[src/rtl/ptw_pkg.sv]
package ptw_pkg;

    // Bit positions of the permission and usage flags within a table entry
    localparam int PTE_PRESENT = 0;
    localparam int PTE_WRITE   = 1;
    localparam int PTE_USER    = 2;
    localparam int PTE_REF     = 3;
    localparam int PTE_DIRTY   = 4;

    typedef enum logic [2:0] {
        WALK_IDLE  = 3'd0,
        WALK_RD    = 3'd1,
        WALK_RWAIT = 3'd2,
        WALK_WB    = 3'd3,
        WALK_DONE  = 3'd4
    } walk_state_e;

endpackage

[src/rtl/ptw_entry_addr.sv]
module ptw_entry_addr #(
    parameter int VA_W  = 32,
    parameter int OFF_W = 12,
    parameter int AW    = 32
) (
    input  logic [AW-1:0]   base,
    input  logic [VA_W-1:0] vaddr,
    output logic [AW-1:0]   entry_addr
);
    localparam int VPN_W = VA_W - OFF_W;

    logic [VPN_W-1:0] vpn;

    always_comb begin
        vpn        = vaddr[VA_W-1:OFF_W];
        entry_addr = base + AW'(vpn);
    end
endmodule

[src/rtl/ptw_pte_eval.sv]
module ptw_pte_eval
    import ptw_pkg::*;
#(
    parameter int WORD_W = 32,
    parameter int OFF_W  = 12
) (
    input  logic [WORD_W-1:0] pte,
    input  logic [OFF_W-1:0]  offset,
    input  logic              is_write,
    input  logic              is_user,
    output logic              page_fault,
    output logic              prot_fault,
    output logic              need_wb,
    output logic [WORD_W-1:0] pte_new,
    output logic [WORD_W-1:0] paddr
);
    localparam int FRAME_W = WORD_W - OFF_W;

    logic deny_write;
    logic deny_user;

    always_comb begin
        deny_write = is_write && !pte[PTE_WRITE];
        deny_user  = is_user && !pte[PTE_USER];
        page_fault = !pte[PTE_PRESENT];
        prot_fault = pte[PTE_PRESENT] && (deny_write || deny_user);

        pte_new            = pte;
        pte_new[PTE_REF]   = 1'b1;
        if (is_write) begin
            pte_new[PTE_DIRTY] = 1'b1;
        end

        need_wb = !page_fault && !prot_fault && (pte_new != pte);

        if (page_fault || prot_fault) begin
            paddr = '0;
        end else begin
            paddr = {pte[WORD_W-1:OFF_W], offset};
        end
    end

    logic [FRAME_W-1:0] unused_frame_view;
    assign unused_frame_view = pte[WORD_W-1:OFF_W];
endmodule

[src/rtl/ptw_walker.sv]
module ptw_walker
    import ptw_pkg::*;
#(
    parameter int VA_W   = 32,
    parameter int OFF_W  = 12,
    parameter int AW     = 32,
    parameter int WORD_W = 32
) (
    input  logic              clk,
    input  logic              rst_n,
    input  logic              req_valid,
    output logic              req_ready,
    input  logic [VA_W-1:0]   req_vaddr,
    input  logic              req_write,
    input  logic              req_user,
    input  logic [AW-1:0]     pt_base,
    output logic              mem_req_valid,
    input  logic              mem_req_ready,
    output logic              mem_req_write,
    output logic [AW-1:0]     mem_req_addr,
    output logic [WORD_W-1:0] mem_req_wdata,
    input  logic              mem_rsp_valid,
    input  logic [WORD_W-1:0] mem_rsp_rdata,
    output logic              rsp_valid,
    output logic [WORD_W-1:0] rsp_paddr,
    output logic              rsp_page_fault,
    output logic              rsp_prot_fault
);
    typedef struct packed {
        walk_state_e       st;
        logic [VA_W-1:0]   vaddr;
        logic              wr;
        logic              usr;
        logic [AW-1:0]     addr;
        logic [WORD_W-1:0] pte;
        logic [WORD_W-1:0] paddr;
        logic              pf;
        logic              prot;
    } walk_regs_t;

    walk_regs_t r_q, r_d;

    logic [AW-1:0]     new_entry_addr;
    logic              ev_pf, ev_prot, ev_wb;
    logic [WORD_W-1:0] ev_pte, ev_paddr;

    ptw_entry_addr #(.VA_W(VA_W), .OFF_W(OFF_W), .AW(AW)) u_addr (
        .base       (pt_base),
        .vaddr      (req_vaddr),
        .entry_addr (new_entry_addr)
    );

    ptw_pte_eval #(.WORD_W(WORD_W), .OFF_W(OFF_W)) u_eval (
        .pte        (mem_rsp_rdata),
        .offset     (r_q.vaddr[OFF_W-1:0]),
        .is_write   (r_q.wr),
        .is_user    (r_q.usr),
        .page_fault (ev_pf),
        .prot_fault (ev_prot),
        .need_wb    (ev_wb),
        .pte_new    (ev_pte),
        .paddr      (ev_paddr)
    );

    always_comb begin
        r_d = r_q;
        unique case (r_q.st)
            WALK_IDLE: begin
                if (req_valid) begin
                    r_d.vaddr = req_vaddr;
                    r_d.wr    = req_write;
                    r_d.usr   = req_user;
                    r_d.addr  = new_entry_addr;
                    r_d.st    = WALK_RD;
                end
            end
            WALK_RD: begin
                if (mem_req_ready) begin
                    r_d.st = WALK_RWAIT;
                end
            end
            WALK_RWAIT: begin
                if (mem_rsp_valid) begin
                    r_d.pte   = ev_pte;
                    r_d.paddr = ev_paddr;
                    r_d.pf    = ev_pf;
                    r_d.prot  = ev_prot;
                    r_d.st    = ev_wb ? WALK_WB : WALK_DONE;
                end
            end
            WALK_WB: begin
                if (mem_req_ready) begin
                    r_d.st = WALK_DONE;
                end
            end
            WALK_DONE: begin
                r_d.st = WALK_IDLE;
            end
            default: r_d.st = WALK_IDLE;
        endcase
    end

    always_ff @(posedge clk) begin
        if (!rst_n) begin
            r_q <= '{st: WALK_IDLE, default: '0};
        end else begin
            r_q <= r_d;
        end
    end

    always_comb begin
        req_ready      = (r_q.st == WALK_IDLE);
        mem_req_valid  = (r_q.st == WALK_RD) || (r_q.st == WALK_WB);
        mem_req_write  = (r_q.st == WALK_WB);
        mem_req_addr   = r_q.addr;
        mem_req_wdata  = (r_q.st == WALK_WB) ? r_q.pte : '0;
        rsp_valid      = (r_q.st == WALK_DONE);
        rsp_paddr      = rsp_valid ? r_q.paddr : '0;
        rsp_page_fault = rsp_valid && r_q.pf;
        rsp_prot_fault = rsp_valid && r_q.prot;
    end
endmodule

[config.mk]
export PLATFORM = sky130hd
export DESIGN_NAME = ptw_walker
export DESIGN_NICKNAME = d
export VERILOG_FILES = /design/src/rtl/ptw_pkg.sv /design/src/rtl/ptw_entry_addr.sv /design/src/rtl/ptw_pte_eval.sv /design/src/rtl/ptw_walker.sv
export SDC_FILE = /design/constraint.sdc
export NUM_CORES = 1
export LEC_CHECK = 0
export BUFFER_PORTS_ARGS = -buffer_cell sky130_fd_sc_hd__buf_2
export CORE_MARGIN = 5
export CORE_UTILIZATION = 55
export DETAILED_ROUTE_END_ITERATION = 12
export GPL_ROUTABILITY_DRIVEN = 0
export PLACE_DENSITY = 0.94
export SLEW_MARGIN = 20
export SYNTH_ARGS = -nofsm -noshare
export SYNTH_HDL_FRONTEND = slang
export SYNTH_SLANG_ARGS = --single-unit
[constraint.sdc]
create_clock -name clk -period 3.8 [get_ports clk]
set_clock_uncertainty 0.15 [all_clocks]
set_input_delay 0.76 -clock clk [delete_from_list [all_inputs] [get_ports clk]]
set_output_delay 0.76 -clock clk [all_outputs]
set_load 0.005 [all_outputs]
==> results.md, run 1 <==
* DR vias/cell at just under 6
* Actual slew at the worst max-slew pin at just over 0.9 ns
* Simple-Gate Fraction of Synth Area at a little over a quarter
* Final Net Count at 1056
* CTS clk-pin slew, worst paths at about 0.060 ns
* Cell Chain, Critical Path: nor2b_2, buf_4, and3b_1, buf_4, nand2_2, nor2_4, a22oi_1, nor2_1
* Post-Synthesis Net Count at between 900 and 1000
* CP endpoint kind: flip-flop
* Total track usage at 25.6%
* Slowest stage delay, CP at 0.65 ns
* Initial antenna violation count at 0
* Largest area contributor in the synthesized netlist: dfxtp_1
* EDFF count, synth at 0
* Util after Layout at 69.7%
* Worst R2R Setup Slack at just over 0.9 ns
* Post-synthesis mux area share at 0.342%
* Hold depth at 2
* PortBufs at around 200
* RSZ-0062 raised after global routing: false
* Top FF cell, synth: dfxtp_1
* CP top delay family: simple AND/OR/NAND/NOR gates
* CTS tree: done
* Total CTS buffers at 17
* Post-synthesis compound-gate area fraction at between 20% and 30%
* Final setup viols at 0
* Crit path DAT at between 3 and 4 ns
* Hold WC Path Type: reg2reg
* Max Clk Rate at about 350 MHz
* Via count at 6358
* Layout cells sized above 1 at between 20% and 30%
* Post-synth top area share at 37.0%
* Post-synth top cells: nand2_1 (133), dfxtp_1 (115), a21oi_1 (77)
* Final hold vios at 0
* XOR/XNOR share of the synthesized area at 2.25%
* Outcome: completed
* Max cap viols at 0
* Synth Instances at between 700 and 800
* Required time worst endpoint at a little under 4 ns
* Hold_sp: mem_req_addr[10]$_SDFFE_PN0P_
* Chip Width at between 100 and 150 um
* Cell Area, Synth at 0.00622 sq mm
* Core area at roughly 0.011 sq mm
* Worst hold slack at about 0.30 ns
* CTS root buf: clkbuf_16
* Core Rows at 38
* Post-CTS Setup Bufs at 0
* P_leak at approximately 3.6 nW
* Post-DR wirelength/cell at 16.4 um
* Clk buf depth at 2
* Reg2Reg Depth at 8
* Asr flop ratio synth at 0%
* Post-synthesis adder-cell area fraction at under 10%
* I/O Pins at 205
* Detailed-route wire length at about 18000 um
* Startpoint Class: flip-flop
* Buf/Inv on CP at 2
* Clock sinks at 115
* H-tree depth at 4
* Fin cells at roughly 1100
* DR pass1 iterations at 6
* Period Utilization, post-route at between 70% and 80%
* Synth-to-layout area growth at 23.0%
* Post-layout minimum cycle time at approximately 2.9 ns
* CP Class: reg2reg
* Die Y at between 100 and 150 um
* Post-cts gate resize count at 0
* Worst r2r src: r_q[133]$_SDFFE_PN0P_
* Unique masters post-synth at 67
* Setup TNS Final at 0 ns
* Final Power at ~0.0035 W
* Initial Util at between 50% and 60%
* Final ANT Viol Nets at 0
* Hold EP: mem_req_addr[10]$_SDFFE_PN0P_
* CTS Hold Bufs at 0
* CP Max Fanout at 36
* Register Area at 0.00230 sq mm
* Post-detail-place hpwl at approximately 13000 um
* Die ar. at about 0.014 sq mm
* Count leader, synth: nand2_1
* CP max stage cell: nor2_4
* YS warnings at 0
* Max-slew violations at 0
* Synth top area cells: dfxtp_1 (37%), nand2_1 (8.0%), a21oi_1 (6.2%)
* CP most frequent cell: buf_4
* Multi-input logic area at between 0.003 and 0.004 sq mm
* Gr ovfl total at 0
* Synth Area per Inst at 7.91 sq um
* Residual DRC at 0
* Dpl cells at roughly 1100
* Worst reg2reg path endpoint: r_q[30]$_SDFFE_PN0P_
* Worst rel slew slack at a little under two fifths
* Seq/Total Area, Yosys at roughly 37%
* Worst-Skew Late Latency at between 0.3 and 0.4 ns
* Vias in the first global route at roughly 6000
* Cell Pwr Density at 459 mW/mm^2
* Largest net degree at the start of global routing at 70
* Worst VDD drop at 0.332 mV
* Largest family of logic cells by synthesized area: simple AND/OR/NAND/NOR gates
* Synthesis-stage register bit count at about 120
* Global-route wire length before repair at approximately 28000 um
* FILL cells at 843
* 1st-iter DRT viols at 579
where the power goes:
group	switching (W)	internal (W)	total, W
registers	0.0000334	0.00127	0.00130
clock network	0.000583	0.00111	0.00169
logic	0.000315	0.000211	0.000526
through the flow:
stage | setup slack, ns | instance area (sq um)
after global placement | 0.744 | 7010
final | 0.920 | 7650
after CTS | 0.943 | 7650
after detailed placement | 0.666 | 7010
after floorplan | 0.964 | 6220
after global routing | 0.749 | 7650
cell usage in the layout (no fill, tap or decap), types with 10 or more instances in the layout:
cell type,Yosys,routed
xnor2_1,12,12
o21ai_0,24,24
buf_2,6,204
a21oi_1,77,77
clkbuf_16,0,17
a21o_1,10,10
nand2_1,133,132
nand3_1,24,24
and3_1,40,40
ha_1,20,20
a22oi_1,32,32
nor3_1,11,11
dfxtp_1,115,115
and2_1,39,38
nor2_1,55,55
cells by family (layout without fill, tap and decap cells):
family	count (synthesis)	count (layout)
other cells	0	2
buf+inv	91	250
xor+xnor	16	16
compound gates	203	203
mux	2	2
fa+ha+maj	21	21
flops	115	115
simple gates	338	338
metal layers:
layer,GRT usage [%],share of wire (%),routed length [um]
met1,31.5,39,6970
met2,43.4,49,8760
met3,4.97,8.7,1550
met4,11.4,2.9,523
met5,0,0,0
tightest hold or removal path, cell delays in order, from the launching register on:
cell and delay, ns:
dfxtp_1 0.31, nand2_1 0.05, a21oi_1 0.05
state kept, by name, indices dropped and copies added (netlist names):
register      cells
r_q              83
mem_req_addr     32
worst max path at each step:
stage                               start                       endpoint  slack (ns)  cells after the start
floorplan                   req_vaddr[12]  mem_req_addr[18]$_SDFFE_PN0P_        0.96                      8
global placement            req_vaddr[12]  mem_req_addr[18]$_SDFFE_PN0P_        0.74                      9
detailed placement          req_vaddr[12]  mem_req_addr[24]$_SDFFE_PN0P_        0.67                      9
CTS                 r_q[133]$_SDFFE_PN0P_           r_q[30]$_SDFFE_PN0P_        0.94                      8
global route        r_q[133]$_SDFFE_PN0P_           r_q[30]$_SDFFE_PN0P_        0.75                      8
finish              r_q[133]$_SDFFE_PN0P_           r_q[30]$_SDFFE_PN0P_        0.92                      8
cell type report:
type	count	share of cell area, %
Clock buffer	18	5.61
Timing Repair Buffer	212	14.3
Sequential cell	115	30.1
Inverter	6	0.311
Tap cell	140	2.29
Multi-Input combinational cell	580	44.7
Clock inverter	14	2.65
Antenna cell	2	0.0654
Note: power is estimated with default switching activity, not from simulation.
==> run 2: changes to the inputs <==
CORE_UTILIZATION = 51   (was 55)
PLACE_DENSITY = 0.88   (was 0.94)
clock period = 2.84 ns   (was 3.8 ns; I/O delays follow)
==> run 2 against run 1 <==
Against the previous run: count of clock-buffer cells in the layout stayed put; sequential power grew 34%; critical path type is now reg2out; die area up 7.2%.
==> results.md, run 2 (synthesis gave the netlist of run 1 again) <==
* CP endpoint kind: output pin (was flip-flop)
* Actual slew at the worst max-slew pin at 0.810 ns (was 0.932 ns)
* Core area at 0.0120 sq mm (was 0.0110 sq mm)
* Cell Area, Placed at 0.00708 sq mm (was 0.00701 sq mm)
* 1st-iter DRT viols at 511 (was 579)
* Total CTS buffers at 17 (unchanged)
* I/O Pins at 205 (unchanged)
* Most frequent cells in the layout: buf_2 (204), nand2_1 (132), dfxtp_1 (115), a21oi_1 (77), nor2_1 (55) (unchanged)
* Final ANT Viol Nets at 0 (unchanged)
* Dpl cells at 1067 (was 1053)
* Final Net Count at 1063 (was 1056)
* P_leak at 3.57 nW (was 3.56 nW)
* Vias in the first global route at 5826 (was 5985)
* Internal cell power at 0.00331 W (was 0.00258 W)
* Final setup viols at 0 (unchanged)
* Clk pwr share at 46.3% (was 48.1%)
* Hold_sp: mem_rsp_rdata[5] (was mem_req_addr[10]$_SDFFE_PN0P_)
* CP max stage cell: dfxtp_1 (was nor2_4)
* Worst VDD drop at 0.418 mV (was 0.332 mV)
* Worst hold slack at 0.251 ns (was 0.298 ns)
* Outcome: completed (unchanged)
* Post-cts gate resize count at 0 (unchanged)
* Combinational Power Share at 15.7% (was 15.0%)
* DR vias/cell at 5.68 (was 5.85)
* Slowest stage delay, CP at 0.32 ns (was 0.65 ns)
* Biggest register: r_q (unchanged)
* Multi-input logic area at 0.00342 sq mm (unchanged)
* Via count at 6240 (was 6358)
* Buf/Inv on CP at 3 (was 2)
* Fin cells at 1099 (was 1087)
* Die ar. at 0.0145 sq mm (was 0.0135 sq mm)
* CTS Hold Bufs at 0 (unchanged)
* Layout cells sized above 1 at 28.9% (was 28.3%)
* Post-CTS Setup Bufs at 0 (unchanged)
* Core Rows at 40 (was 38)
* FILL cells at 999 (was 843)
* Initial Util at 52.0% (was 56.6%)
* Gr ovfl total at 0 (unchanged)
* P_sw at 0.00126 W (was 0.000931 W)
* Synth-to-layout area growth at 23.3% (was 23.0%)
* Switching Fraction at 27.5% (was 26.5%)
* DR pass1 iterations at 5 (was 6)
* CTS root buf: clkbuf_16 (unchanged)
* Detailed-route wire length at 17700 um (was 17800 um)
* Largest net degree at the start of global routing at 65 (was 70)
* H-tree depth at 4 (unchanged)
* Die Y at 120 um (was 116 um)
* CTS clk-pin slew, worst paths at 0.06 ns (about the same)
* Most common cell after layout, fill and taps aside: buf_2 (unchanged)
* Initial antenna violation count at 1 (was 0)
* Reg2Reg Depth at 6 (was 8)
* Required time worst endpoint at 2.12 ns (was 3.97 ns)
* Worst R2R Setup Slack at 0.55 ns (was 0.92 ns)
* Max Clk Rate at between 300 and 400 MHz
* Cell Chain, Critical Path: buf_4, nor3b_2, buf_4, and2_1, buf_2 (was nor2b_2, buf_4, and3b_1, buf_4, nand2_2, nor2_4, a22oi_1, nor2_1)
* Period Utilization, post-route at roughly 90%
* Post-layout minimum cycle time at between 2 and 3 ns
* CP Class: reg2out (was reg2reg)
* PortBufs at 204 (unchanged)
* Hold WC Path Type: in2reg (was reg2reg)
* Final Power at 0.00457 W (was 0.00351 W)
* CP most frequent cell: buf_4 (unchanged)
* Antenna diodes at 0 (was 2)
* Max FFs per register at 83 (unchanged)
* Post-DR wirelength/cell at 16.1 um (was 16.4 um)
* CP Max Fanout at 40 (was 36)
* Final Cell Area at 0.00767 sq mm (was 0.00765 sq mm)
* Setup TNS Final at 0 ns (unchanged)
* Worst r2r src: r_q[134]$_SDFFE_PN0P_ (was r_q[133]$_SDFFE_PN0P_)
* Max-slew violations at 0 (unchanged)
* Worst rel slew slack at 45.9% (was 37.7%)
* Startpoint Class: flip-flop (unchanged)
* Max cap viols at 0 (unchanged)
* Cell Pwr Density at 595 mW/mm^2 (was 459 mW/mm^2)
* Total track usage at 23.8% (was 25.6%)
* Seq pwr share at 38.0% (was 37.0%)
* Clk buf depth at 2 (unchanged)
* CP top delay family: buffers and inverters (was simple AND/OR/NAND/NOR gates)
* Crit path DAT at 1.85 ns (was 3.05 ns)
* CTS tree: done (unchanged)
* Final hold vios at 0 (unchanged)
* RSZ-0062 raised after global routing: false (unchanged)
* Clock sinks at 115 (unchanged)
* Register Area at 0.00230 sq mm (unchanged)
* Global-route wire length before repair at 28200 um (was 28100 um)
* Hold depth at 3 (was 2)
* Worst reg2reg path endpoint: mem_req_addr[29]$_SDFFE_PN0P_ (was r_q[30]$_SDFFE_PN0P_)
* Post-detail-place hpwl at 12400 um (was 12500 um)
* Chip Width at 120 um (was 116 um)
* Hold EP: r_q[39]$_SDFFE_PN0P_ (was mem_req_addr[10]$_SDFFE_PN0P_)
* Residual DRC at 0 (unchanged)
* Worst-Skew Late Latency at 0.41 ns (was 0.39 ns)
run 2: worst max path at each step:
stage	from	end	slack, ns	cells past startpoint
floorplan	req_vaddr[12]	mem_req_addr[18]$_SDFFE_PN0P_	0.20	8
global placement	req_vaddr[12]	mem_req_addr[18]$_SDFFE_PN0P_	0.005	9
detailed placement	req_vaddr[12]	mem_req_addr[18]$_SDFFE_PN0P_	-0.05	9
CTS	r_q[132]$_SDFFE_PN0P_	rsp_paddr[1]	0.27	5
global route	r_q[132]$_SDFFE_PN0P_	rsp_paddr[8]	0.16	5
finish	r_q[132]$_SDFFE_PN0P_	rsp_paddr[8]	0.27	5
run 2: power by group through the flow:
stage                     clock, W  combinational (W)  sequential, W
after floorplan                  0           0.000519        0.00176
after global placement           0           0.000693        0.00177
after detailed placement         0           0.000707        0.00177
after CTS                  0.00215           0.000713        0.00173
after global routing       0.00223           0.000790        0.00174
final                      0.00211           0.000716        0.00174
run 2: stage by stage:
stage	worst slack (ns)	util (%)
2_1_floorplan	0.196	-
3_3_place_gp	0.00507	59.2
3_5_place_dp	-0.0550	59.2
4_1_cts	0.270	64.1
5_1_grt	0.160	64.1
6_report	0.272	64.1
run 2: metal layers:
layer,vias to the layer above,routed length (um),global-route usage [%]
met3,49,1380,6.13
li1,3032,-,-
met4,2,557,10.3
met1,2860,7210,29.0
met2,297,8510,39.7
met5,-,20,0
run 2: tightest hold or removal path, delay by kind of cell:
kind	cells	cell delay, ns
buffers and inverters	1	0.09
AOI/OAI and AO/OA	1	0.05
and+or+nand+nor	1	0.04
run 2: layout make-up:
| cell class | instances | share of cell area (%) |
|---|---|---|
| inverters | 6 | 0.310 |
| repair buffers | 219 | 14.9 |
| well taps | 147 | 2.40 |
| multi-input cells | 580 | 44.6 |
| clock inverters | 14 | 2.01 |
| clock buffers | 18 | 5.73 |
| flip-flops and latches | 115 | 30.0 |
==> run 3: changes to the inputs <==
CELL_PAD_IN_SITES_DETAIL_PLACEMENT = 2   (was not set)
CELL_PAD_IN_SITES_GLOBAL_PLACEMENT = 2   (was not set)
CORE_UTILIZATION = 28   (was 51)
==> run 3 against run 2 <==
Against the previous run: clock power barely moved; cell count rose by 13%; global-route usage fell by 5.0 points; die area rose by 74%; hold slack got worse by 0.014 ns; largest power group unchanged; first-iteration DRC count fell by 21%.
==> results.md, run 3 (synthesis gave the netlist of run 1 again) <==
* Outcome: completed (unchanged)
* Biggest register: r_q (unchanged)
* Util after Layout at 36.1% (was 64.1%)
* DR pass1 iterations at 5 (unchanged)
* Die ar. at 0.0253 sq mm (was 0.0145 sq mm)
* Core area at 0.0218 sq mm (was 0.0120 sq mm)
* Chip Width at 159 um (was 120 um)
* Worst rel slew slack at 40.5% (was 45.9%)
* CTS tree: done (unchanged)
* CP Max Fanout at 35 (was 40)
* Initial antenna violation count at 2 (was 1)
* Initial Util at 28.5% (was 52.0%)
* Final hold vios at 0 (unchanged)
* CP endpoint kind: output pin (unchanged)
* Final Cell Area at 0.00788 sq mm (was 0.00767 sq mm)
* Detailed-route wire length at 24400 um (was 17700 um)
* Max cap viols at 0 (unchanged)
* Worst hold slack at 0.238 ns (was 0.251 ns)
* Actual slew at the worst max-slew pin at 0.890 ns (was 0.810 ns)
* Post-layout minimum cycle time at 2.60 ns (was 2.57 ns)
* Final ANT Viol Nets at 0 (unchanged)
* Total CTS buffers at 17 (unchanged)
* Total track usage at 18.8% (was 23.8%)
* P_leak at 3.60 nW (was 3.57 nW)
* Final Net Count at 1071 (was 1063)
* 1st-iter DRT viols at 406 (was 511)
* RSZ-0062 raised after global routing: false (unchanged)
* Post-CTS Setup Bufs at 0 (unchanged)
* H-tree depth at 4 (unchanged)
* Core Rows at 54 (was 40)
* PortBufs at 204 (unchanged)
* Gr ovfl total at 0 (unchanged)
* Layout cells sized above 1 at 29.5% (was 28.9%)
* DR vias/cell at 5.19 (was 5.68)
* Period Utilization, post-route at 91.6% (was 90.4%)
* Clk buf depth at 2 (unchanged)
* Clock sinks at 115 (unchanged)
* Cell Area, Placed at 0.00730 sq mm (was 0.00708 sq mm)
* Max-slew violations at 0 (unchanged)
* Post-DR wirelength/cell at 19.7 um (was 16.1 um)
* CTS clk-pin slew, worst paths at 0.07 ns (was 0.06 ns)
* Crit path DAT at 1.88 ns (was 1.85 ns)
* Via count at 6444 (was 6240)
* CTS Hold Bufs at 0 (unchanged)
* Most common cell after layout, fill and taps aside: buf_2 (unchanged)
* Setup TNS Final at 0 ns (unchanged)
* Synth-to-layout area growth at 26.6% (was 23.3%)
* Residual DRC at 0 (unchanged)
* Startpoint Class: flip-flop (unchanged)
* Worst VDD drop at 0.294 mV (was 0.418 mV)
* Vias in the first global route at 7092 (was 5826)
* CTS root buf: clkbuf_16 (unchanged)
* CP Class: reg2out (unchanged)
* I/O Pins at 205 (unchanged)
* Global-route wire length before repair at 39400 um (was 28200 um)
* Post-cts gate resize count at 0 (unchanged)
* Cell Pwr Density at 586 mW/mm^2 (was 595 mW/mm^2)
* Hold WC Path Type: in2reg (unchanged)
* Post-detail-place hpwl at 17800 um (was 12400 um)
* Worst-Skew Late Latency at 0.42 ns (was 0.41 ns)
* Largest net degree at the start of global routing at 69 (was 65)
* Most frequent cells in the layout: buf_2 (204), nand2_1 (132), dfxtp_1 (115), a21oi_1 (77), nor2_1 (55) (unchanged)
* Max Clk Rate at 384 MHz (was 389 MHz)
* Required time worst endpoint at 2.12 ns (about the same)
* Final setup viols at 0 (unchanged)
* Max FFs per register at 83 (unchanged)
* Die Y at 159 um (was 120 um)
## run 3: layer usage
metal / global-route usage, % / wire [um] / up-vias
met5: 0 / 25 / -
met4: 4.30 / 282 / 4
met3: 4.30 / 1170 / 24
met2: 32.8 / 12200 / 175
met1: 23.5 / 10700 / 3192
li1: - / - / 3049
## run 3: worst max-delay path, stage by stage (launching register included)
cell	delay (ns)
dfxtp_1	0.51
nor3b_2	0.23
buf_4	0.35
and2_1	0.23
buf_2	0.13
## run 3: cell type report
cell class,count,area (sq um)
multi-input combinational,580,3420
clock buffer,17,425
fill,2556,13900
tap,280,350
timing repair buffer,227,1210
sequential,115,2300
clock inverter,15,149
antenna,1,2.50
inverter,6,23.8
## run 3: worst paths after layout
check	start	end	slack, ns	depth (start not counted)
worst max-delay path	r_q[132]$_SDFFE_PN0P_	rsp_paddr[1]	0.24	4
worst max register to register	r_q[133]$_SDFFE_PN0P_	r_q[4]$_SDFFE_PN0P_	0.50	6
worst min-delay path	mem_rsp_rdata[10]	r_q[44]$_SDFFE_PN0P_	0.24	3
worst min register to register	mem_req_addr[17]$_SDFFE_PN0P_	mem_req_addr[17]$_SDFFE_PN0P_	0.30	2
## run 3: per-stage QoR
step	std cells	power (W)	setup WS, ns
2_1_floorplan	786	0.00228	0.196
3_3_place_gp	1208	0.00251	-0.00418
3_5_place_dp	1208	0.00254	-0.113
4_1_cts	1240	0.00467	0.206
5_1_grt	1240	0.00483	0.0789
6_report	1241	0.00462	0.237
## run 3: where the power goes
part / switching, W / internal, W / total (W)
Combinational: 0.000461 / 0.000304 / 0.000765
Clock: 0.000879 / 0.00123 / 0.00211
Sequential: 0.0000551 / 0.00169 / 0.00175
